### config.mk
export PLATFORM = sky130hd
export DESIGN_NAME = slot_thread_picker
export DESIGN_NICKNAME = d
export VERILOG_FILES = /design/src/rtl/stp_pkg.sv /design/src/rtl/stp_slot_table.sv /design/src/rtl/stp_len_reg.sv /design/src/rtl/stp_slot_walker.sv /design/src/rtl/slot_thread_picker.sv
export SDC_FILE = /design/constraint.sdc
export NUM_CORES = 1
export LEC_CHECK = 0
export BUFFER_PORTS_ARGS = -buffer_cell sky130_fd_sc_hd__buf_2
export CAP_MARGIN = 10
export CORE_ASPECT_RATIO = 0.7
export CORE_UTILIZATION = 32
export DETAILED_ROUTE_END_ITERATION = 8
export PLACE_DENSITY_LB_ADDON = 0.25
export SETUP_SLACK_MARGIN = 0.1
export SLEW_MARGIN = 25
export SYNTH_ARGS = -nofsm -noshare
export SYNTH_HDL_FRONTEND = slang
export SYNTH_SLANG_ARGS = --single-unit
### constraint.sdc
create_clock -name clk -period 2.8 [get_ports clk]
set_clock_uncertainty 0.2 [all_clocks]
set_input_delay 0 -clock clk [delete_from_list [all_inputs] [get_ports clk]]
set_output_delay 0 -clock clk [all_outputs]
set_load 0.01 [all_outputs]
### src/rtl/stp_pkg.sv
package stp_pkg;

  // Legal active lengths run from one slot up to the full table.
  function automatic bit len_legal(input int unsigned value, input int unsigned max_slots);
    return (value >= 1) && (value <= max_slots);
  endfunction

endpackage

### src/rtl/stp_slot_table.sv
module stp_slot_table #(
  parameter int NUM_SLOTS   = 16,
  parameter int NUM_THREADS = 4,
  parameter int TID_W       = 2,
  parameter int IDX_W       = 4
) (
  input  logic             clk,
  input  logic             rst_n,
  input  logic             wr_en,
  input  logic [IDX_W-1:0] wr_idx,
  input  logic [TID_W-1:0] wr_tid,
  input  logic             commit,
  input  logic [IDX_W-1:0] rd_idx,
  output logic [TID_W-1:0] rd_tid
);

  logic [TID_W-1:0] act_flat [NUM_SLOTS];

  for (genvar i = 0; i < NUM_SLOTS; i++) begin : g_ent
    logic [TID_W-1:0] shd_q;
    logic [TID_W-1:0] act_q;
    logic [TID_W-1:0] shd_nxt;
    logic             hit;

    assign hit     = wr_en && (wr_idx == IDX_W'(i));
    assign shd_nxt = hit ? wr_tid : shd_q;

    always_ff @(posedge clk or negedge rst_n) begin
      if (!rst_n) begin
        shd_q <= TID_W'(i % NUM_THREADS);
        act_q <= TID_W'(i % NUM_THREADS);
      end else begin
        shd_q <= shd_nxt;
        if (commit) act_q <= shd_nxt;
      end
    end

    assign act_flat[i] = act_q;

    AST_COMMIT_COPIES_SHADOW: assert property (@(posedge clk) disable iff (!rst_n)
      commit |=> (act_q == shd_q));
  end

  assign rd_tid = act_flat[rd_idx];

endmodule

### src/rtl/stp_len_reg.sv
module stp_len_reg #(
  parameter int NUM_SLOTS   = 16,
  parameter int LEN_W       = 5,
  parameter int DEFAULT_LEN = 4
) (
  input  logic             clk,
  input  logic             rst_n,
  input  logic             wr_en,
  input  logic [LEN_W-1:0] wr_len,
  input  logic             commit,
  output logic [LEN_W-1:0] act_len
);

  logic [LEN_W-1:0] shd_q;
  logic [LEN_W-1:0] shd_nxt;
  logic [LEN_W-1:0] act_q;
  logic             legal;

  assign legal   = stp_pkg::len_legal(int'(wr_len), NUM_SLOTS);
  assign shd_nxt = (wr_en && legal) ? wr_len : shd_q;

  always_ff @(posedge clk or negedge rst_n) begin
    if (!rst_n) begin
      shd_q <= LEN_W'(DEFAULT_LEN);
      act_q <= LEN_W'(DEFAULT_LEN);
    end else begin
      shd_q <= shd_nxt;
      if (commit) act_q <= shd_nxt;
    end
  end

  assign act_len = act_q;

  AST_BAD_LEN_IGNORED: assert property (@(posedge clk) disable iff (!rst_n)
    (wr_en && ((wr_len == '0) || (wr_len > LEN_W'(NUM_SLOTS)))) |=> (shd_q == $past(shd_q)));

  AST_ACT_LEN_LEGAL: assert property (@(posedge clk) disable iff (!rst_n)
    (act_q != '0) && (act_q <= LEN_W'(NUM_SLOTS)));

endmodule

### src/rtl/stp_slot_walker.sv
module stp_slot_walker #(
  parameter int IDX_W = 4,
  parameter int LEN_W = 5
) (
  input  logic             clk,
  input  logic             rst_n,
  input  logic [LEN_W-1:0] act_len,
  output logic [IDX_W-1:0] ptr,
  output logic             wrap
);

  logic [IDX_W-1:0] ptr_q;

  assign wrap = (LEN_W'(ptr_q) + LEN_W'(1)) == act_len;

  always_ff @(posedge clk or negedge rst_n) begin
    if (!rst_n)    ptr_q <= '0;
    else if (wrap) ptr_q <= '0;
    else           ptr_q <= ptr_q + IDX_W'(1);
  end

  assign ptr = ptr_q;

  AST_PTR_BELOW_LEN: assert property (@(posedge clk) disable iff (!rst_n)
    LEN_W'(ptr_q) < act_len);

  AST_PTR_STEPS_ONE: assert property (@(posedge clk) disable iff (!rst_n)
    !wrap |=> (ptr_q == $past(ptr_q) + IDX_W'(1)));

  AST_WRAP_TO_ZERO: assert property (@(posedge clk) disable iff (!rst_n)
    wrap |=> (ptr_q == '0));

endmodule

### src/rtl/slot_thread_picker.sv
module slot_thread_picker #(
  parameter int NUM_THREADS = 4,
  parameter int NUM_SLOTS   = 16,
  parameter int DEFAULT_LEN = 4,
  localparam int TID_W = $clog2(NUM_THREADS),
  localparam int IDX_W = $clog2(NUM_SLOTS),
  localparam int LEN_W = $clog2(NUM_SLOTS + 1)
) (
  input  logic                   clk,
  input  logic                   rst_n,
  input  logic                   tbl_we,
  input  logic [IDX_W-1:0]       tbl_addr,
  input  logic [TID_W-1:0]       tbl_tid,
  input  logic                   len_we,
  input  logic [LEN_W-1:0]       len_val,
  input  logic [NUM_THREADS-1:0] thr_stall,
  output logic [TID_W-1:0]       pick_tid,
  output logic                   pick_valid
);

  logic [LEN_W-1:0] act_len;
  logic [IDX_W-1:0] ptr;
  logic             wrap;
  logic [TID_W-1:0] owner;

  stp_len_reg #(
    .NUM_SLOTS  (NUM_SLOTS),
    .LEN_W      (LEN_W),
    .DEFAULT_LEN(DEFAULT_LEN)
  ) u_len (
    .clk    (clk),
    .rst_n  (rst_n),
    .wr_en  (len_we),
    .wr_len (len_val),
    .commit (wrap),
    .act_len(act_len)
  );

  stp_slot_walker #(
    .IDX_W(IDX_W),
    .LEN_W(LEN_W)
  ) u_walk (
    .clk    (clk),
    .rst_n  (rst_n),
    .act_len(act_len),
    .ptr    (ptr),
    .wrap   (wrap)
  );

  stp_slot_table #(
    .NUM_SLOTS  (NUM_SLOTS),
    .NUM_THREADS(NUM_THREADS),
    .TID_W      (TID_W),
    .IDX_W      (IDX_W)
  ) u_tbl (
    .clk   (clk),
    .rst_n (rst_n),
    .wr_en (tbl_we),
    .wr_idx(tbl_addr),
    .wr_tid(tbl_tid),
    .commit(wrap),
    .rd_idx(ptr),
    .rd_tid(owner)
  );

  // A stalled owner forfeits its slot; no other thread is substituted.
  assign pick_tid   = owner;
  assign pick_valid = !thr_stall[owner];

endmodule

== Yosys cells after proc, flatten, opt, wreduce, memory -nomap -nowiden ==
Index checks and enable logic that the tools add are counted.
Storage, ports and cells
  flip-flop bits (word level): 78
  word-level logic and storage cells: 101
  bits of input ports: 19
  output and inout port bits: 3
Operators by class
  eq/ne operators: 16
  add/subtract/negate cells: 2
  multiplexer cells: 23
  reductions and logical operators: 20
  magnitude comparators: 4
  bitwise operators: 1
Operators with widths (count)
  2-to-1 mux 2 bit: 18
  equality test 4 bit (second input constant): 8
  logical AND 1 bit: 18
  equality test 4 x 3 -> 1 bit (second input constant): 4
  binary-select mux 2 bit (select 4 bit): 1
  equality test 4 x 2 -> 1 bit (second input constant): 2
  adder 4 x 1 -> 5 bit (second input constant): 1
  equality test 5 bit: 1
  >= comparator 5 x 1 -> 1 bit (second input constant): 1
  >= comparator 5 bit (second input constant): 1
  <= comparator 5 bit (second input constant): 1
  2-to-1 mux 5 bit: 1
  NOT 4 -> 5 bit: 1
  adder 4 x 1 -> 4 bit (second input constant): 1
  equality test 4 x 1 -> 1 bit (second input constant): 1
  logical NOT 4 bit: 1
  2-to-1 mux 4 bit: 1
  < comparator 2 x 3 -> 1 bit (second input constant): 1
  binary-select mux 1 bit (select 2 bit): 1
  logical NOT 1 bit: 1
  2-to-1 mux 1 bit: 1

== Depth between registers and ports, before layout ==
Gate-level depths: netlist (run 1).
  depth after elaboration: 7
  gate-level depth with buffers: 7
  mapped depth without buffers: 6

== Modules after synthesis ==
A second synthesis (run 1) with hierarchy kept.
Unflattened totals
  cells, all modules: 375
  area, all modules: 3776.1 um^2
By module, submodules not included
  stp_slot_table: cells an instance 288, seq. area each 1641.6 um^2, area an instance 2927.8 um^2, times used 1
  stp_len_reg: cells an instance 54, seq. area each 252.7 um^2, area an instance 516.7 um^2, times used 1
  stp_slot_walker: cells an instance 31, seq. area each 100.1 um^2, area an instance 305.3 um^2, times used 1
  slot_thread_picker: cells an instance 2, seq. area each 0.0 um^2, area an instance 26.3 um^2, times used 1

== Least setup slack after synthesis (run 1) ==
No wires, ideal clock.
  path kind: flip-flop to output port
  start: register u_walk.ptr_q[0], in the netlist u_walk.ptr[0]
  end: output port pick_valid
  buffers on the path: 1
  data required time: 2.600 ns
  arrival time: 2.035 ns
  cell stages (with the launch flop): 7
  path slack: 0.565 ns
  cell sequence: dfrtp_1 > buf_6 > mux4_2 > a22o_1 > o21a_1 > o211a_1 > a311oi_1
On the way
  longest elaborated chain between the ends: 7
RTL lines
  start: declaration: line stp_slot_walker.sv:12  | logic [IDX_W-1:0] ptr_q;
  start signal: assignment: line stp_slot_walker.sv:19  | else ptr_q <= ptr_q + IDX_W'(1);
  NOT 4 -> 5 bit (not written as such): line stp_slot_table.sv:44  | assign rd_tid = act_flat[rd_idx];
  binary-select mux 2 bit (select 4 bit): line stp_slot_table.sv:44
  2-to-1 mux 2 bit (not written as such) (2 in a row): line stp_slot_table.sv:44
  binary-select mux 1 bit (select 2 bit): line slot_thread_picker.sv:68  | assign pick_valid = !thr_stall[owner];
  2-to-1 mux 1 bit (not written as such): line slot_thread_picker.sv:68
  logical NOT 1 bit: line slot_thread_picker.sv:68
  end: declaration: line slot_thread_picker.sv:18  | output logic pick_valid
No other way between the ends. The select of a mux whose other input is x is not followed.

== Worst setup path after layout (run 1) ==
Ends and elaborated chain as after synthesis.

==> results of run 1 <==
## state kept, by name, indices dropped and copies added, names as in the netlist
name               cells
u_tbl.g_ent.act_q     32
u_tbl.g_ent.shd_q     32
u_len.act_len          5
u_len.shd_q            5
u_walk.ptr             4
## layout by cell type (no fill, tap or decap), types with 2 or more instances in the layout
cell type / instances
mux2_2: 71
nand3b_1: 3
a221oi_2: 2
xor2_1: 3
mux4_1: 2
nor2b_1: 4
clkbuf_1: 2
mux4_2: 4
inv_1: 3
and2_1: 3
nor2_1: 11
buf_2: 20
dlygate4sd3_1: 13
nand2b_1: 8
buf_4: 8
mux2i_1: 4
a22o_1: 2
clkbuf_16: 9
clkinv_2: 3
dfrtp_1: 44
nand2_1: 4
o211a_1: 2
nand3_1: 2
mux2_1: 3
xnor2_1: 3
buf_6: 3
dfstp_2: 34
## worst max-delay path, cell delays in order (launching register included)
cell      delay (ns)
dfrtp_1         0.37
buf_6           0.14
mux4_2          0.50
a22o_1          0.27
or2_2           0.33
a211oi_1        0.22
a311oi_2        0.07
buf_2           0.14
## cell type report
type / count / area share
Timing Repair Buffer: 44 / 0.0768
Clock inverter: 4 / 0.00563
Sequential cell: 78 / 0.473
Tap cell: 132 / 0.0391
Inverter: 3 / 0.00267
Clock buffer: 12 / 0.0584
Multi-Input combinational cell: 148 / 0.345
## Yosys cell counts, types with 3 or more instances
| library cell | instances |
|---|---|
| and2_1 | 3 |
| buf_2 | 4 |
| clkbuf_1 | 4 |
| dfrtp_1 | 44 |
| dfstp_2 | 34 |
| inv_1 | 3 |
| mux2_1 | 3 |
| mux2_2 | 71 |
| mux2i_1 | 4 |
| mux4_1 | 5 |
| nand2_1 | 4 |
| nand2b_1 | 8 |
| nand3b_1 | 3 |
| nor2_1 | 11 |
| nor2b_1 | 4 |
| xnor2_1 | 3 |
| xor2_1 | 3 |
## metal layers
layer | GRT usage | vias up | part of all wire
met5 | 0 | - | 0
li1 | - | 949 | -
met4 | 0.0455 | 0 | 0.012
met1 | 0.218 | 1046 | 0.57
met3 | 0.0437 | 9 | 0.031
met2 | 0.187 | 27 | 0.39
## worst paths after layout
| kind | start | endpoint | slack [ns] |
|---|---|---|---|
| setup / recovery | u_walk.ptr[0] | pick_valid | 0.22 |
| hold / removal | tbl_tid[1] | u_tbl.g_ent[2].shd_q[1] | 0.005 |
| setup reg to reg | u_walk.ptr[1] | u_len.act_len[3] | 0.35 |
| hold reg to reg | u_tbl.g_ent[2].shd_q[0] | u_tbl.g_ent[2].shd_q[0] | 0.29 |
| max in group asynchronous | rst_n | u_tbl.g_ent[13].act_q[1] | 1.85 |
| min in group asynchronous | rst_n | u_tbl.g_ent[6].shd_q[0] | 0.06 |
## through the flow
stage	power [mW]	instance area [um^2]	setup WS [ns]	std cells	hold slack (ns)
4_1_cts	4.49	4170	0.105	417	0.00271
3_5_place_dp	3.36	3750	0.367	386	0.0200
2_1_floorplan	2.95	3490	0.565	238	-0.496
6_report	4.57	4220	0.222	421	0.00522
5_1_grt	4.88	4220	0.0985	421	0.0115
3_3_place_gp	3.32	3750	0.431	386	0.0167
## where the power goes
group / switching, mW / internal (mW)
registers: 0.255 / 1.64
logic: 0.691 / 0.935
clock network: 0.430 / 0.621
total: 1.38 / 3.19
## logic make-up after synthesis
family          count (synthesis)
compound gates                 13
xor+xnor                        6
fa+ha+maj                       1
buf+inv                        12
flops                          78
mux                            84
simple gates                   44
## repair_timing
| item | in CTS | in global routing |
|---|---|---|
| setup buffers | 2 | 4 |
| hold endpoints to repair | 56 | 0 |
| resized for setup | 2 | 8 |
| endpoints found under the setup margin | 1 | 1 |
| pin swaps | 0 | 4 |
| cloned | 0 | 0 |
| hold buffers | 13 | 0 |
==> results.yml, run 1 <==
die:
  die_w_um: 127
  die_h_um: 89.4
  start_util: 0.334
  io_pins: 22
  coreArea_um2: 10500
  rows: 31
  die_area_um2: 11300
global_routing:
  grt_pass1_vias: 2059
  grt_overflow_total: 0
  grt_pass1_wl_mm: 11.8
  track_usage: 0.143
  antenna_found_initial: 0
  grt_max_degree: 79
worst_setup_path:
  end_kind: "primary output"
  arrival_ns: 2.38
  path_class: "reg -> out"
  required_ns: 2.60
  crit_fanout: 6
  ff2ff_path_depth: 7
  cp-start-kind: "flop"
sta:
  setup_violations: 0
  slew_viol_final: 0
  finalCritPeriodShare: 0.921
  tns_ns: 0
  max_freq_mhz: 388
  min_period_ns: 2.58
  rsz0062_at_grt: "no"
  worst_slew_margin_rel: 0.536
  tightest_slew_ns: 0.696
  hold_viol: 0
final_layout:
  multi_input_area_um2: 1450
  antennaDiodeCount: 0
  syn_to_final_growth_pct: 20.8
  final_nets: 304
  register_area_um2: 1990
  post-route-util: 0.403
  fill_cells: 994
  drive_gt1_frac: 0.557
synth:
  synth-seq-area-share: 0.571
  syn_area_um2: 3490
  synth_fa_ha_area_frac: 0.00358
  ys_ff_latch: 78
  synthSimpleGateAreaFrac: 0.0702
  synthMuxAreaShare: 0.294
  synth_xor_area_frac: 0.0150
  yosysTopAreaCellShare: 0.315
  yosys_warnings: 0
  synthesis.nets: 258
  synth_edf_count: 0
  synth-main-ff-cell: "dfrtp_1"
  synth_top_family_by_area: "multiplexers"
  synth_compound_area_frac: 0.0297
  async_reset_ff_frac: 1.00
  syn_inst: 238
  synthTopCellsByArea: "dfrtp_1 32%, dfstp_2 26%, mux2_2 23%, mux4_1 3.8%, nand2b_1 1.4%"
  synth_largest_area_cell: "dfrtp_1"
  yosysUniqueCellTypes: 40
  syn_area_per_cell_um2: 14.7
worst_hold_path:
  hold_path.class: "in -> reg"
  holdPathStages: 2
clocking:
  htree_levels: 3
  clock_latency_ns: 0.33
  root_buffer: "clkbuf_16"
  clock-sinks: 78
  cts_tree: "yes"
  clockBufferDepth: 2
  cts_buffers: 9
  path_clk_slew_ns: 0.06
drt:
  ant_nets: 0
  drt_pass1_iterations: 4
  routed_wirelength_mm: 7.13
  vias: 2031
  vias_per_cell: 4.82
  drc: 0
  drtIter0Drc: 105
  post_drt_wl_per_cell_um: 16.9
placement:
  numPortBuffers: 21
  dp.final_hpwl_mm: 4.82
  gp_congestion: 0.700
power:
  irDropWorstVdd_v: 0.000369
  power_density_nw_per_um2: 1080
  p_leak_nw: 1.81
status:
  status: "completed"
flow_run:
  cap_violations: 0
Note: power is estimated with default switching activity, not from simulation.
==> inputs of run 2 (changes only) <==
--- a/config.mk
+++ b/config.mk
@@ -8,7 +8,7 @@
 export BUFFER_PORTS_ARGS = -buffer_cell sky130_fd_sc_hd__buf_2
 export CAP_MARGIN = 10
 export CORE_ASPECT_RATIO = 0.7
-export CORE_UTILIZATION = 32
+export CORE_UTILIZATION = 35
 export DETAILED_ROUTE_END_ITERATION = 8
 export PLACE_DENSITY_LB_ADDON = 0.25
 export SETUP_SLACK_MARGIN = 0.1
==> run 2 against run 1 <==
  * Sequential share of layout area fell by 1.1 points
  * Non-clock buffer count rose by 1
  * First-iteration DRC count fell by 16%
  * Count of clock-buffer cells in the layout fell by 3
  * Clock power rose by 25%
  * Cell area rose by 2.5%
  * Critical endpoint unchanged
  * Largest cell class unchanged
==> results.yml, run 2 (synthesis gave the netlist of run 1 again) <==
die:
  die_h_um: 85.6
  start_util: 0.361
  die_w_um: 121
  io_pins: 22
  die_area_um2: 10400
  coreArea_um2: 9680
  rows: 30
final_layout:
  mostFrequentLayoutCells: "71 x mux2_2, 43 x dfrtp_1, 34 x dfstp_2"
  syn_to_final_growth_pct: 23.7
  final_common_cell: "mux2_2"
  largestRegisters: "u_tbl.g_ent.act_q x32, u_tbl.g_ent.shd_q x32"
  antennaDiodeCount: 0
  final_nets: 305
  fill_cells: 885
  drive_gt1_frac: 0.559
worst_setup_path:
  cp-start-kind: "flop"
  required_ns: 2.60
  crit_fanout: 5
  r2r_slack_ns: 0.25
  end_kind: "primary output"
  arrival_ns: 2.38
  ff2ff_path_depth: 8
  path_class: "reg -> out"
worst_hold_path:
  holdPathStages: 2
  hold_path.class: "in -> reg"
sta:
  tns_ns: 0
  setup_violations: 0
  finalCritPeriodShare: 0.923
  min_period_ns: 2.58
  max_freq_mhz: 387
  tightest_slew_ns: 0.705
  hold_viol: 0
  worst_slew_margin_rel: 0.530
  rsz0062_at_grt: "no"
  slew_viol_final: 0
clocking:
  clock_latency_ns: 0.34
  root_buffer: "clkbuf_16"
  cts_tree: "yes"
  path_clk_slew_ns: 0.06
  cts_buffers: 9
  clock-sinks: 78
  clockBufferDepth: 2
  htree_levels: 3
power:
  p_total_mw: 4.85
  irDropWorstVdd_v: 0.000378
  p_leak_nw: 1.86
  power_density_nw_per_um2: 1120
drt:
  drt_pass1_iterations: 4
  drtIter0Drc: 88
  vias: 2028
  post_drt_wl_per_cell_um: 16.6
  ant_nets: 0
  drc: 0
  vias_per_cell: 4.85
  routed_wirelength_mm: 6.94
placement:
  gp_congestion: 0.709
  numPortBuffers: 21
  dp.final_hpwl_mm: 4.70
global_routing:
  grt_overflow_total: 0
  grt_max_degree: 79
  antenna_found_initial: 0
  track_usage: 0.150
  grt_pass1_wl_mm: 11.4
  grt_pass1_vias: 2146
flow_run:
  cap_violations: 0
status:
  status: "completed"
[run 2: layer usage]
layer	wire length, um	part of all wire	global-route usage	vias to the layer above
li1	-	-	-	957
met1	3700	0.53	0.215	1043
met2	2950	0.43	0.214	19
met3	195	0.028	0.0439	9
met4	87	0.013	0.0539	0
met5	0	0	0	-
[run 2: final timing paths]
check,startpoint,end
worst max-delay path,u_walk.ptr[0],pick_valid
worst min-delay path,tbl_tid[0],u_tbl.g_ent[13].shd_q[0]
worst max register to register,u_walk.ptr[0],u_tbl.g_ent[0].act_q[1]
worst min register to register,u_tbl.g_ent[0].shd_q[0],u_tbl.g_ent[0].shd_q[0]
max in group asynchronous,rst_n,u_walk.ptr[0]
min in group asynchronous,rst_n,u_len.shd_q[4]
[run 2: worst max-delay path: stages (launching register included)]
cell and delay, ns:
dfrtp_2 0.43, buf_6 0.14, buf_4 0.12, mux4_1 0.57, a22oi_2 0.24, nand2_1 0.11
a311oi_2 0.26, buf_2 0.17
[run 2: layout make-up]
| class | instances | area (um^2) | share of cell area |
|---|---|---|---|
| Sequential cell | 78 | 2000 | 0.462 |
| Multi-Input combinational cell | 148 | 1470 | 0.340 |
| Timing Repair Buffer | 45 | 349 | 0.0808 |
| Clock buffer | 9 | 225 | 0.0521 |
| Tap cell | 128 | 160 | 0.0370 |
| Clock inverter | 7 | 113 | 0.0260 |
| Inverter | 3 | 11.3 | 0.00260 |
[run 2: what timing repair did]
item                                    4_1_cts  5_1_grt
endpoints found under the setup margin        1        1
hold buffers                                 15        0
gates cloned                                  0        0
buffers inserted                              2        3
gates resized for setup                       1       10
pin swaps                                     0        5
hold endpoints to repair                     58        0
[run 2: report_power, final]
group / internal, mW / switching (mW)
clock network: 0.865 / 0.443
logic: 0.958 / 0.700
registers: 1.64 / 0.244
[run 2: through the flow]
step	instances	instance area [um^2]	util	hold slack, ns	worst slack [ns]
after floorplan	238	3490	-	-0.496	0.565
after global placement	382	3760	0.388	0.0243	0.316
after detailed placement	382	3760	0.388	0.0209	0.234
after CTS	415	4260	0.440	0.00143	0.111
after global routing	418	4320	0.446	0.0172	0.0999
final	418	4320	0.446	0.0125	0.215
